==> src/rtl/booth_pkg.sv <==
`timescale 1ns/1ps
package booth_pkg;

  typedef enum logic [1:0] {
    OP_NONE = 2'd0,
    OP_ADD  = 2'd1,
    OP_SUB  = 2'd2
  } boothOp_t;

  typedef enum logic {
    ST_IDLE = 1'b0,
    ST_RUN  = 1'b1
  } ctrlState_t;

  typedef struct packed {
    logic load;
    logic step;
  } dpCtrl_t;

endpackage

==> src/rtl/booth_recode.sv <==
`timescale 1ns/1ps
module booth_recode
  import booth_pkg::*;
(
  input  logic     curBit,
  input  logic     rightBit,
  output boothOp_t op
);

  always_comb begin
    unique case ({curBit, rightBit})
      2'b10:   op = OP_SUB;
      2'b01:   op = OP_ADD;
      default: op = OP_NONE;
    endcase
  end

endmodule

==> src/rtl/booth_datapath.sv <==
`timescale 1ns/1ps
module booth_datapath
  import booth_pkg::*;
#(
  parameter int WIDTH = 32
) (
  input  logic               clk,
  input  logic               rstN,
  input  dpCtrl_t            ctrl,
  input  logic [WIDTH-1:0]   mcand,
  input  logic [WIDTH-1:0]   mplier,
  output logic [2*WIDTH-1:0] product
);

  localparam int ACC_W = WIDTH + 1;
  localparam int REG_W = ACC_W + WIDTH + 1;

  logic [ACC_W-1:0] accReg;
  logic [WIDTH-1:0] lowReg;
  logic [WIDTH-1:0] mcandReg;
  logic             extraBit;

  boothOp_t         op;
  logic [ACC_W-1:0] mcandExt;
  logic [ACC_W-1:0] addend;
  logic [ACC_W-1:0] carryIn;
  logic [ACC_W-1:0] sum;
  logic [ACC_W-1:0] accNext;
  logic [REG_W-1:0] joined;
  logic [REG_W-1:0] shifted;

  booth_recode u_recode (
    .curBit  (lowReg[0]),
    .rightBit(extraBit),
    .op      (op)
  );

  // One adder: subtraction feeds the inverted multiplicand plus a carry of one
  always_comb begin
    mcandExt = {mcandReg[WIDTH-1], mcandReg};
    addend   = (op == OP_SUB) ? ~mcandExt : mcandExt;
    carryIn  = {{(ACC_W-1){1'b0}}, (op == OP_SUB)};
    sum      = accReg + addend + carryIn;
    accNext  = (op == OP_NONE) ? accReg : sum;
    joined   = {accNext, lowReg, extraBit};
    shifted  = {joined[REG_W-1], joined[REG_W-1:1]};
  end

  always_ff @(posedge clk or negedge rstN) begin
    if (!rstN) begin
      accReg   <= '0;
      lowReg   <= '0;
      mcandReg <= '0;
      extraBit <= 1'b0;
    end else if (ctrl.load) begin
      accReg   <= '0;
      lowReg   <= mplier;
      mcandReg <= mcand;
      extraBit <= 1'b0;
    end else if (ctrl.step) begin
      accReg   <= shifted[REG_W-1 -: ACC_W];
      lowReg   <= shifted[WIDTH:1];
      extraBit <= shifted[0];
    end
  end

  assign product = {accReg[WIDTH-1:0], lowReg};

endmodule

==> src/rtl/booth_control.sv <==
`timescale 1ns/1ps
module booth_control
  import booth_pkg::*;
#(
  parameter int WIDTH = 32
) (
  input  logic    clk,
  input  logic    rstN,
  input  logic    start,
  output dpCtrl_t ctrl,
  output logic    busy,
  output logic    done
);

  localparam int CNT_W = $clog2(WIDTH + 1);
  localparam logic [CNT_W-1:0] LAST_STEP = CNT_W'(WIDTH - 1);

  ctrlState_t       state;
  logic [CNT_W-1:0] stepCnt;

  always_comb begin
    ctrl.load = (state == ST_IDLE) && start;
    ctrl.step = (state == ST_RUN);
  end

  always_ff @(posedge clk or negedge rstN) begin
    if (!rstN) begin
      state   <= ST_IDLE;
      stepCnt <= '0;
      done    <= 1'b0;
    end else begin
      done <= 1'b0;
      if (ctrl.load) begin
        state   <= ST_RUN;
        stepCnt <= '0;
      end else if (ctrl.step) begin
        if (stepCnt == LAST_STEP) begin
          state <= ST_IDLE;
          done  <= 1'b1;
        end else begin
          stepCnt <= stepCnt + 1'b1;
        end
      end
    end
  end

  assign busy = (state == ST_RUN);

endmodule

==> src/rtl/booth_mult.sv <==
`timescale 1ns/1ps
module booth_mult
  import booth_pkg::*;
#(
  parameter int WIDTH = 32
) (
  input  logic               clk,
  input  logic               rstN,
  input  logic               start,
  input  logic [WIDTH-1:0]   mcand,
  input  logic [WIDTH-1:0]   mplier,
  output logic               busy,
  output logic               done,
  output logic [2*WIDTH-1:0] product
);

  dpCtrl_t ctrl;

  booth_control #(.WIDTH(WIDTH)) u_control (
    .clk  (clk),
    .rstN (rstN),
    .start(start),
    .ctrl (ctrl),
    .busy (busy),
    .done (done)
  );

  booth_datapath #(.WIDTH(WIDTH)) u_datapath (
    .clk    (clk),
    .rstN   (rstN),
    .ctrl   (ctrl),
    .mcand  (mcand),
    .mplier (mplier),
    .product(product)
  );

endmodule

==> config.mk <==
export PLATFORM = sky130hd
export DESIGN_NAME = booth_mult
export DESIGN_NICKNAME = d
export VERILOG_FILES = /design/src/rtl/booth_pkg.sv /design/src/rtl/booth_recode.sv /design/src/rtl/booth_datapath.sv /design/src/rtl/booth_control.sv /design/src/rtl/booth_mult.sv
export SDC_FILE = /design/constraint.sdc
export NUM_CORES = 1
export LEC_CHECK = 0
export BUFFER_PORTS_ARGS = -buffer_cell sky130_fd_sc_hd__buf_4
export CORE_MARGIN = 4
export CORE_UTILIZATION = 45
export CTS_CLUSTER_DIAMETER = 50
export DETAILED_ROUTE_END_ITERATION = 7
export GPL_ROUTABILITY_DRIVEN = 0
export HOLD_SLACK_MARGIN = 0.06
export PLACE_DENSITY_LB_ADDON = 0.08
export SYNTH_ARGS = -nofsm -noshare
export SYNTH_HDL_FRONTEND = slang
export SYNTH_HIERARCHICAL = 1
export SYNTH_SLANG_ARGS = --single-unit
==> constraint.sdc <==
create_clock -name clk -period 4.61 [get_ports clk]
set_input_delay 0.922 -clock clk [delete_from_list [all_inputs] [get_ports clk]]
set_output_delay 0.922 -clock clk [all_outputs]
set_load 0.05 [all_outputs]
# Word level (Yosys, flattened, before mapping)
# Cells that the tools add are included.
[totals]
output_inout_bits = 66
wordCells = 39
in_bits = 67
regBits = 106
[op_classes]
mux = 18
n_reduce_logical = 4
n_eq_ne = 5
n_addsub = 3
n_bitwise = 2
[ops]
columns = ["cell", "n"]
rows = [
  ["2-to-1 mux 33 bit", 4],
  ["2-to-1 mux 32 bit", 2],
  ["adder 33 x 1 -> 33 bit", 1],
  ["adder 33 bit", 1],
  ["NOT 33 bit", 1],
  ["2-to-1 mux 6 bit", 3],
  ["2-to-1 mux 1 bit", 8],
  ["adder 6 x 1 -> 6 bit, second input constant", 1],
  ["== test 6 x 5 -> 1 bit, second input constant", 1],
  ["== test 2 bit, second input constant", 2],
  ["case mux 2 bit (2 select lines)", 1],
  ["== test 2 x 1 -> 1 bit, second input constant", 1],
  ["zero test 2 bit", 1],
  ["!= test 2 bit, second input constant", 1],
  ["AND reduction 2 bit", 1],
  ["nonzero test 2 bit", 1],
  ["logical AND 1 bit", 1],
  ["NOT 1 bit", 1],
]

# Longest topological paths before layout
# Gate-level depths: netlist (run 1).
[depth]
ltp_word = 9
ltp_mapped = 14
depth_no_buf = 12

# Cells and area by module
# The synthesis (run 1) kept the hierarchy.
[by_module_without_submodules]
columns = ["module", "n_inst", "area_each_um2", "seq_area_each_um2", "cells_per_inst"]
rows = [
  ["booth_datapath", 1, 6273.5, 2427.3, 674],
  ["booth_control", 1, 386.6, 200.2, 36],
  ["booth_recode", 1, 15.0, 0.0, 2],
]

# Least setup slack after synthesis (run 1)
# No wires, ideal clock.
[synth_timing]
path_kind = "register to register"
from = "register u_datapath.lowReg[0]"
to = "register u_datapath.accReg[26]"
t_required_ns = 4.482
period_less_slack_ns = 3.753
setup_ns = 0.128
stages_incl_launch_ff = 15
n_path_buf = 3
arrival_ns = 3.625
slack_ns = 0.857
path_cell_list = "dfrtp_1 and2b_2 nand2b_1 clkbuf_1 buf_1 xnor2_1 ha_1 buf_6 a21o_1 a31o_1 a311o_1 a21o_1 a211o_1 a32oi_1 o21ai_1"
[synth_between]
elab_chain_len = 9
word_cells_on_any_way = 11
cone_classes = "2 x add/sub; 3 x eq/ne; 5 x mux; 1 x reduce/logical"
[synth_lines]
columns = ["item", "line", "source"]
rows = [
  ["start, declared", "booth_datapath.sv:19", "logic [WIDTH-1:0] lowReg;"],
  ["start signal, assigned", "booth_datapath.sv:57", "lowReg <= mplier;"],
  ["start signal, assigned", "booth_datapath.sv:62", "lowReg <= shifted[WIDTH:1];"],
  ["== test 2 x 1 -> 1 bit / == test 2 bit (equally long branches)", "booth_recode.sv:11", "unique case ({curBit, rightBit})"],
  ["case mux 2 bit (2 select lines) (*)", "booth_recode.sv:11", ""],
  ["net u_datapath.op[0]", "booth_datapath.sv:23", "boothOp_t op;"],
  ["== test 2 bit", "booth_datapath.sv:41, booth_datapath.sv:42", ""],
  ["2-to-1 mux 33 bit", "booth_datapath.sv:41", "addend = (op == OP_SUB) ? ~mcandExt : mcandExt;"],
  ["adder 33 bit", "booth_datapath.sv:43", "sum = accReg + addend + carryIn;"],
  ["adder 33 x 1 -> 33 bit", "booth_datapath.sv:43", ""],
  ["2-to-1 mux 33 bit (*)", "booth_datapath.sv:44", "accNext = (op == OP_NONE) ? accReg : sum;"],
  ["2-to-1 mux 33 bit (*)", "booth_datapath.sv:60", "end else if (ctrl.step) begin"],
  ["2-to-1 mux 33 bit (*)", "booth_datapath.sv:55", "end else if (ctrl.load) begin"],
  ["end signal, assigned", "booth_datapath.sv:61", "accReg <= shifted[REG_W-1 -: ACC_W];"],
  ["end, declared", "booth_datapath.sv:18", "logic [ACC_W-1:0] accReg;"],
]
# Mark *: on every way through the listed nets, which the timed path passes. The rest lies on a longest branch. The select of a mux whose other input is x is not followed.
# A chain may end at the register's enable or synchronous reset.

# Final worst setup path (run 1)
[layout_timing]
from = "register u_datapath.lowReg[0]"
to = "register u_datapath.accReg[17]"
# Same word-level chain as after synthesis.

==> out/qor.yml, run 1 <==
run_status:
  status: "finished, final reports clean"
clocking:
  clk_latency_ns: 0.35
  cts_setup_buffers: 0
  cts-buffers-inserted: 9
  cts_root_buf: "clkbuf_16"
  clkSinkCount: 105
  path_clk_slew_ns: 0.07
  holdBufCountCts: 0
  cts_tree: "done"
  h-tree-depth: 3
  clk_path_buf_depth: 2
  ctsResizeCount: 0
routing:
  finalWirelength_mm: 17.8
  drc: 0
  drtPass1Iterations: 5
  antenna_left: 0
  wl_per_cell_um: 17.6
  vias: 5809
  viasPerCell: 5.75
  drt-initial-drc-count: 437
sta:
  setup_viol: 0
  skew_ns: 0.00729
  max_slew_margin_pct: 44.0
  hold_viol_final: 0
  rsz0062_at_grt: "false"
  clock.fmax_mhz: 254
  drv_slew: 0
  tightest_slew_ns: 0.839
  fin_crit_sh_pct: 85.2
  timing.final.ws_setup_ns: 0.681
  finalCriticalPeriod_ns: 3.93
  whs_ns: 0.535
  fin_tns_setup_ns: 0
critical_path:
  crit_fanout: 19
  reg2reg_to: "u_datapath/accReg[17]"
  reg2regPathDepth: 11
  path_buf_inv: 0
  cp_top_family: "compound AO/OA/AOI/OAI gates"
  reg2reg_from: "u_datapath/lowReg[0]"
  crit_chain: "and2b_2, nand2b_2, xnor2_1, ha_1, a21o_1, o21ai_0, a21oi_1, a311oi_1, xnor2_1, nor2_1, a2111oi_0"
  worstPathArrival_ns: 4.16
  critPathCapture: "u_datapath/accReg[17]"
  cp.depth: 11
  cp_common_cell: "xnor2_1"
  end_kind: "flop"
  crit_path_start: "u_datapath/lowReg[0]"
  regToRegSetupSlack_ns: 0.68
  start_kind: "flop"
  crit_required_ns: 4.84
  max_stage_delay_ns: 0.60
  slowest_stage: "a311oi_1"
  critPathKind: "reg -> reg"
yosys:
  synth_edf_count: 0
  synth_seq_cells: 105
  ys_async_sr_fraction_pct: 100
  avgSynthCellArea_um2: 9.38
  netlist_area_um2: 6680
  ys.warnings.count: 6
  ys.flop_type: "dfrtp_1"
  syn-num-nets: 813
  ys_top_cells_by_area: "dfrtp_1 39%, ha_1 6.2%, xnor2_1 5.9%, mux2i_1 5.8%, mux2_2 5.6%"
  netlist.area_leader.share_pct: 39.4
  synth_top_cell_by_area: "dfrtp_1"
  synth_cell_types: 60
  seq_area_frac_synth_pct: 39.4
  postSynthCellCount: 712
floorplan:
  die_area_um2: 16800
  io_pins: 133
  rows: 44
  core_area_um2: 14500
  die_h_um: 130
  initial_core_util_pct: 45.9
  dieWidth_um: 130
hold_path:
  hold_path_class: "reg -> reg"
  min_from: "u_datapath/mcandReg[6]"
  hold_depth: 1
placement:
  post-place-ws_ns: 0.798
  place_inst: 994
  place_hpwl_mm: 12.9
  io_buffers: 132
global_routing:
  grt_pass1_vias: 5827
  grt_first_pass_wirelength_mm: 29.1
  grt_max_degree: 73
  grtUsageTotal_pct: 21.5
  grt_antenna_before_repair: 0
  globalRouteOverflowTotal: 0
cells_and_area:
  area_delta_synth_final_pct: 21.3
  final_cell_mix: "141 x buf_4, 104 x dfrtp_1, 84 x nand2_1, 62 x o21ai_0, 48 x nor2_1"
  final_common_cell: "buf_4"
  drive_above_1_share_pct: 24.0
  antenna_cells: 0
  finalNonFillerCells: 1010
  nets: 922
run:
  cap_violations: 0
cell usage after synthesis, types with 5 or more instances:
cell type	number
nand4_1	12
nand2_1	84
o21ai_0	62
clkbuf_1	28
xnor2_1	45
nor2_1	48
a21o_1	16
ha_1	33
mux2i_1	39
a211oi_1	5
a22oi_1	11
xor2_1	14
mux2_2	33
buf_1	12
nor3_1	8
a21oi_1	39
dfrtp_1	105
o21a_1	5
nand3_1	12
and3_1	6
nor2b_1	5
inv_1	12
a311oi_1	12
how the worst min path moves through the flow:
stage | endpoint | slack [ns]
finish | u_datapath/mcandReg[6] | 0.54
global placement | u_control/stepCnt[1] | 0.50
CTS | u_datapath/mcandReg[18] | 0.54
global route | u_datapath/mcandReg[18] | 0.55
floorplan | u_control/stepCnt[1] | 0.49
detailed placement | u_datapath/mcandReg[6] | 0.52
state kept, by name, summed over array words and instances, names as in the netlist:
signal               cells
u_datapath/accReg       32
u_datapath/lowReg       32
u_datapath/mcandReg     32
u_control/stepCnt        6
u_control/busy           1
u_control/done           1
u_datapath/extraBit      1
per-layer routing:
metal	part of all wire [%]	vias to the layer above	track usage (%)
met1	43	2835	27.6
met3	5.3	27	4.01
met2	49	163	36.9
met4	2.3	0	7.03
met5	0	-	0
li1	-	2784	-
layout make-up:
cell class              instances  area [um2]
flip-flops and latches        105        2630
clock buffers                  11         233
fillers                      1319        6430
inverters                      12        45.0
well taps                     184         230
multi-input cells             552        3840
clock inverters                 5        62.6
repair buffers                141        1060
through the flow:
| stage | instance area [um2] | utilization [%] |
|---|---|---|
| after floorplan | 6680 | - |
| after global placement | 7800 | 53.7 |
| after detailed placement | 7800 | 53.7 |
| after CTS | 8100 | 55.7 |
| after global routing | 8100 | 55.7 |
| final | 8100 | 55.7 |
cell families after synthesis:
group                      count (synthesis)  synth area share (%)
AOI/OAI and AO/OA                        191                  18.4
adders and majority gates                 34                  6.49
DFF                                      105                  39.4
and+or+nand+nor                          196                  13.3
xor gates and xnor gates                  59                  7.74
buffers and inverters                     55                  3.28
muxes                                     72                  11.4
Power of run 1 is not shown: default switching activity piles up to over one toggle a cycle in this logic, so the estimate is an artifact.
==> run 2, diff against run 1 <==
--- a/config.mk
+++ b/config.mk
@@ -5,6 +5,7 @@
 export SDC_FILE = /design/constraint.sdc
 export NUM_CORES = 1
 export LEC_CHECK = 0
+export ABC_AREA = 1
 export BUFFER_PORTS_ARGS = -buffer_cell sky130_fd_sc_hd__buf_4
 export CORE_MARGIN = 4
 export CORE_UTILIZATION = 45
==> out/qor.yml, run 2 <==
cells_and_area:
  reg_top3: "u_datapath/accReg (32), u_datapath/lowReg (32), u_datapath/mcandReg (32)"  # unchanged
  antenna_cells: 0  # unchanged
  area_delta_synth_final_pct: 20.2  # was 21.3%
  nets: 1207  # was 922
  fin_util_pct: 55.6  # was 55.7%
  drive_above_1_share_pct: 17.2  # was 24.0%
  final_cell_mix: "296 x nand2_1, 138 x buf_4, 119 x inv_1, 105 x dfrtp_1, 82 x nor2_1"  # was 141 x buf_4, 104 x dfrtp_1, 84 x nand2_1, 62 x o21ai_0, 48 x nor2_1
  final_common_cell: "nand2_1"  # was buf_4
clocking:
  path_clk_slew_ns: 0.07  # about the same
  ctsResizeCount: 0  # unchanged
  clk_path_buf_depth: 2  # unchanged
  cts-buffers-inserted: 9  # unchanged
  cts_tree: "done"  # unchanged
  clkSinkCount: 105  # unchanged
  h-tree-depth: 3  # unchanged
  holdBufCountCts: 0  # unchanged
  cts_setup_buffers: 0  # unchanged
  clk_latency_ns: 0.36  # was 0.35 ns
  cts_root_buf: "clkbuf_16"  # unchanged
placement:
  post-place-ws_ns: 1.19  # was 0.798 ns
  place_hpwl_mm: 14.3  # was 12.9 mm
  io_buffers: 132  # unchanged
sta:
  rsz0062_at_grt: "false"  # unchanged
  drv_slew: 0  # unchanged
  finalCriticalPeriod_ns: 3.44  # was 3.93 ns
  skew_ns: 0.0103  # was 0.00729 ns
  fin_crit_sh_pct: 74.7  # was 85.2%
  setup_viol: 0  # unchanged
  clock.fmax_mhz: 290  # was 254 MHz
  timing.final.ws_setup_ns: 1.17  # was 0.681 ns
  hold_viol_final: 0  # unchanged
  tightest_slew_ns: 1.10  # was 0.839 ns
  fin_tns_setup_ns: 0  # unchanged
  max_slew_margin_pct: 26.3  # was 44.0%
routing:
  drtPass1Iterations: 5  # unchanged
  finalWirelength_mm: 19.3  # was 17.8 mm
  wl_per_cell_um: 14.6  # was 17.6 um
  drt-initial-drc-count: 363  # was 437
  vias: 6722  # was 5809
  viasPerCell: 5.08  # was 5.75
  antenna_left: 0  # unchanged
  drc: 0  # unchanged
global_routing:
  grt_pass1_vias: 6561  # was 5827
  grt_antenna_before_repair: 0  # unchanged
  grtUsageTotal_pct: 22.0  # was 21.5%
  grt_first_pass_wirelength_mm: 32.1  # was 29.1 mm
  globalRouteOverflowTotal: 0  # unchanged
  grt_max_degree: 77  # was 73
yosys:
  ys_top_cells_by_area: "dfrtp_1 37%, nand2_1 16%, inv_1 6.3%, ha_1 5.8%, o21ai_0 4.7%"  # was dfrtp_1 39%, ha_1 6.2%, xnor2_1 5.9%, mux2i_1 5.8%, mux2_2 5.6%
  seq_area_frac_synth_pct: 37.1  # was 39.4%
  synth_compound_area_share_pct: 14.6  # was 18.4%
  ys_async_sr_fraction_pct: 100  # unchanged
  synth_top_family_by_area: "simple AND/OR/NAND/NOR gates"  # was compound AO/OA/AOI/OAI gates
  ys.flop_type: "dfrtp_1"  # unchanged
  synthSimpleGateAreaFrac_pct: 28.7  # was 13.3%
  syn-num-nets: 1091  # was 813
  avgSynthCellArea_um2: 7.16  # was 9.38 um2
  synth_edf_count: 0  # unchanged
  yosys.area_share.xor_xnor_pct: 4.57  # was 7.74%
  synthAdderAreaFrac_pct: 6.11  # was 6.49%
  yosys-mux-area-fraction_pct: 0.159  # was 11.4%
  netlist_area_um2: 7090  # was 6680 um2
  netlist.area_leader.share_pct: 37.1  # was 39.4%
  synth_cell_types: 42  # was 60
  synth_top_cell_by_area: "dfrtp_1"  # unchanged
  postSynthCellCount: 990  # was 712
  synthTopCellsByCount: "296 x nand2_1, 119 x inv_1, 105 x dfrtp_1"  # was 105 x dfrtp_1, 84 x nand2_1, 62 x o21ai_0
  ys.warnings.count: 6  # unchanged
  synth_seq_cells: 105  # unchanged
  synth.most_common_cell: "nand2_1"  # was dfrtp_1
floorplan:
  core_area_um2: 15300  # was 14500 um2
  initial_core_util_pct: 46.3  # was 45.9%
  die_h_um: 133  # was 130 um
  rows: 45  # was 44
  die_area_um2: 17800  # was 16800 um2
  dieWidth_um: 133  # was 130 um
  io_pins: 133  # unchanged
critical_path:
  critPathKind: "reg -> reg"  # unchanged
  reg2regPathDepth: 19  # was 11
  crit_chain: "inv_1, nor2_1, nand2_2, nand2_1, and2_1, inv_1, fa_1, inv_1, nand3_1, nand2_2, nand2_1, nand2_2, nand3_2, nand2_2, nand2_1, nand3_1, nand3_1, nand2_1, nand2_1"  # was and2b_2, nand2b_2, xnor2_1, ha_1, a21o_1, o21ai_0, a21oi_1, a311oi_1, xnor2_1, nor2_1, a2111oi_0
  start_kind: "flop"  # unchanged
  end_kind: "flop"  # unchanged
  max_stage_delay_ns: 0.57  # was 0.60 ns
  crit_fanout: 32  # was 19
  slowest_stage: "nand2_2"  # was a311oi_1
  crit_required_ns: 4.85  # was 4.84 ns
  worstPathArrival_ns: 3.69  # was 4.16 ns
  cp_common_cell: "nand2_1"  # was xnor2_1
hold_path:
  hold_depth: 2  # was 1
  hold_path_class: "reg -> reg"  # unchanged
run_status:
  status: "finished, final reports clean"  # unchanged
run:
  cap_violations: 0  # unchanged
## run 2: cell count changes after synthesis, moves of 32 or more
cell     delta
nor2_1     +35
mux2_2     -32
nand3_1    +42
nand2_1   +212
xnor2_1    -44
mux2i_1    -39
inv_1     +107
## run 2: area by class of cell
class | instances | area (um2)
fill | 1548 | 6800
multi-input combinational | 730 | 3840
timing repair buffer | 138 | 1040
inverter | 122 | 462
clock buffer | 10 | 239
sequential | 105 | 2630
tap | 211 | 264
clock inverter | 6 | 47.5
## run 2: final timing paths
| check | from | endpoint | slack, ns |
|---|---|---|---|
| min in group asynchronous | rstN | u_datapath/accReg[16] | 0.70 |
| worst max register to register | u_datapath/lowReg[0] | u_datapath/accReg[23] | 1.17 |
| worst min-delay path | u_datapath/lowReg[27] | u_datapath/lowReg[26] | 0.52 |
| max in group asynchronous | rstN | u_datapath/accReg[29] | 3.08 |
| worst min register to register | u_datapath/lowReg[27] | u_datapath/lowReg[26] | 0.52 |
| worst max-delay path | u_datapath/lowReg[0] | u_datapath/accReg[23] | 1.17 |
## run 2: cell families (layout without fill, tap and decap cells)
group / Yosys count / after routing
AND/OR/NAND/NOR: 481 / 481
AO/OA/AOI/OAI: 177 / 177
buffers and inverters: 155 / 276
flip-flops: 105 / 105
XOR/XNOR: 37 / 37
adder cells (fa/ha/maj): 34 / 34
multiplexers: 1 / 1
## run 2: critical path: cells and delay by family (launching register included)
family | cells | cell delay (ns)
flops | 1 | 0.42
simple gates | 15 | 2.29
fa+ha+maj | 1 | 0.38
buf+inv | 3 | 0.25
## run 2: metrics by stage
step	cells	instance area, um2	hold slack [ns]
global placement	1306	8230	0.493
finish	1322	8520	0.515
floorplan	990	7090	0.488
detailed placement	1306	8230	0.496
global route	1322	8520	0.549
CTS	1322	8520	0.524
## run 2: routing by layer
metal  vias up  share of wire, %  GRT usage [%]
li1       3424                 -              -
met1      3093                46           30.0
met2       187                44           34.8
met3        18               8.1           6.95
met4         0               1.2           4.46
met5         -                 0              0
Power of run 2 is left out for the same reason.
==> run 3, diff against run 2 <==
==> constraint.sdc (replaced) <==
create_clock -name clk -period 2.82 [get_ports clk]
set_input_delay 0.564 -clock clk [delete_from_list [all_inputs] [get_ports clk]]
set_output_delay 0.564 -clock clk [all_outputs]
set_load 0.05 [all_outputs]
==> out/qor.yml, run 3 (synthesis results as in run 2) <==
run_status:
  status: "finished, final reports clean"  # unchanged
hold_path:
  hold_path_class: "in -> async"  # was reg -> reg
sta:
  skew_ns: 0.00409  # was 0.0103 ns
  tightest_slew_ns: 1.19  # was 1.10 ns
  finalCriticalPeriod_ns: 2.63  # was 3.44 ns
  hold_viol_final: 0  # unchanged
  clock.fmax_mhz: 380  # was 290 MHz
  rsz0062_at_grt: "true"  # was false
  setup_viol: 0  # unchanged
  whs_ns: 0.181  # was 0.515 ns
  drv_slew: 0  # unchanged
  fin_crit_sh_pct: 93.3  # was 74.7%
  max_slew_margin_pct: 20.5  # was 26.3%
routing:
  drtPass1Iterations: 5  # unchanged
  finalWirelength_mm: 19.9  # was 19.3 mm
  drc: 0  # unchanged
  antenna_left: 0  # unchanged
  viasPerCell: 5.11  # was 5.08
  drt-initial-drc-count: 455  # was 363
  vias: 6823  # was 6722
  wl_per_cell_um: 14.9  # was 14.6 um
critical_path:
  start_kind: "flop"  # unchanged
  slowest_stage: "dfrtp_1"  # was nand2_2
  crit_required_ns: 3.07  # was 4.85 ns
  critPathKind: "reg -> reg"  # unchanged
  crit_fanout: 10  # was 32
  crit_chain: "inv_1, nor2_2, nand2_4, buf_12, xor2_1, ha_1, nand2_1, inv_1, nand3_1, nand2_1, nand2_1, nand2_2, nand2_2, nand2_1, nand2_1, nand3_1, nand3_1, nand2_1, nand2_1"  # was inv_1, nor2_1, nand2_2, nand2_1, and2_1, inv_1, fa_1, inv_1, nand3_1, nand2_2, nand2_1, nand2_2, nand3_2, nand2_2, nand2_1, nand3_1, nand3_1, nand2_1, nand2_1
  max_stage_delay_ns: 0.38  # was 0.57 ns
  end_kind: "flop"  # unchanged
  worstPathArrival_ns: 2.88  # was 3.69 ns
  reg2regPathDepth: 19  # unchanged
  cp_common_cell: "nand2_1"  # unchanged
placement:
  place_hpwl_mm: 14.7  # was 14.3 mm
  io_buffers: 132  # unchanged
global_routing:
  grtUsageTotal_pct: 22.1  # was 22.0%
  grt_max_degree: 99  # was 77
  grt_pass1_vias: 6426  # was 6561
  grt_first_pass_wirelength_mm: 32.0  # was 32.1 mm
  grt_antenna_before_repair: 0  # unchanged
  globalRouteOverflowTotal: 0  # unchanged
cells_and_area:
  antenna_cells: 0  # unchanged
  multiInputGateArea_um2: 3980  # was 3840 um2
  drive_above_1_share_pct: 21.4  # was 17.2%
  reg_top3: "u_datapath/accReg (32), u_datapath/lowReg (32), u_datapath/mcandReg (32)"  # unchanged
  nets: 1220  # was 1207
  n_fill_cell: 1556  # was 1548
  regArea_um2: 2630  # unchanged
  final_cell_mix: "290 x nand2_1, 146 x buf_4, 119 x inv_1, 105 x dfrtp_1, 76 x nor2_1"  # was 296 x nand2_1, 138 x buf_4, 119 x inv_1, 105 x dfrtp_1, 82 x nor2_1
  area_delta_synth_final_pct: 24.6  # was 20.2%
  final_common_cell: "nand2_1"  # unchanged
floorplan:
  die_area_um2: 17800  # unchanged
  io_pins: 133  # unchanged
  rows: 45  # unchanged
  die_h_um: 133  # unchanged
  dieWidth_um: 133  # unchanged
  core_area_um2: 15300  # unchanged
  initial_core_util_pct: 46.3  # unchanged
clocking:
  path_clk_slew_ns: 0.07  # about the same
  clk_latency_ns: 0.36  # about the same
  cts-buffers-inserted: 9  # unchanged
  h-tree-depth: 3  # unchanged
  clkSinkCount: 105  # unchanged
  cts_root_buf: "clkbuf_16"  # unchanged
  cts_tree: "done"  # unchanged
  clk_path_buf_depth: 2  # unchanged
run:
  cap_violations: 0  # unchanged
run 3: worst paths after layout:
kind / startpoint / end / slack, ns
setup / recovery: u_datapath/lowReg[0] / u_datapath/accReg[18] / 0.19
hold / removal: rstN / u_datapath/accReg[13] / 0.18
setup reg to reg: u_datapath/lowReg[0] / u_datapath/accReg[18] / 0.19
hold reg to reg: u_datapath/lowReg[27] / u_datapath/lowReg[26] / 0.52
max in group asynchronous: rstN / u_datapath/accReg[0] / 2.15
min in group clk: mcand[27] / u_datapath/mcandReg[27] / 0.41
run 3: per-stage QoR:
| stage | setup WS (ns) | cells | TNS, ns | instance area, um2 | utilization, % |
|---|---|---|---|---|---|
| floorplan | 0.125 | 990 | 0 | 7090 | - |
| global placement | 0.0550 | 1313 | 0 | 8320 | 54.3 |
| detailed placement | 0.0363 | 1313 | 0 | 8320 | 54.3 |
| CTS | 0.0323 | 1329 | 0 | 8630 | 56.4 |
| global route | -0.0124 | 1335 | -0.0344 | 8830 | 57.6 |
| finish | 0.189 | 1335 | 0 | 8830 | 57.6 |
run 3: layout make-up:
| class | instances | area share [%] |
|---|---|---|
| multi-input cells | 730 | 45.1 |
| clock inverters | 7 | 0.992 |
| inverters | 122 | 5.23 |
| flip-flops and latches | 105 | 29.8 |
| repair buffers | 151 | 13.4 |
| well taps | 211 | 2.99 |
| clock buffers | 9 | 2.55 |
run 3: routing by layer:
| metal | wire, um | global-route usage, % |
|---|---|---|
| met1 | 9240 | 30.8 |
| met2 | 8850 | 34.3 |
| met3 | 1400 | 4.72 |
| met4 | 429 | 7.37 |
| met5 | 0 | 0 |
run 3: repair_timing:
item,CTS,global route
setup buffers,0,6
gates resized for setup,0,46
endpoints found under the setup margin,0,20
hold buffers,0,0
run 3: critical path, delay by kind of cell, from the launching register on:
family,cells,cell delay [ns]
xor+xnor,1,0.14
fa+ha+maj,1,0.37
simple gates,14,1.33
flops,1,0.38
buf+inv,3,0.28
Power of run 3 is left out for the same reason.
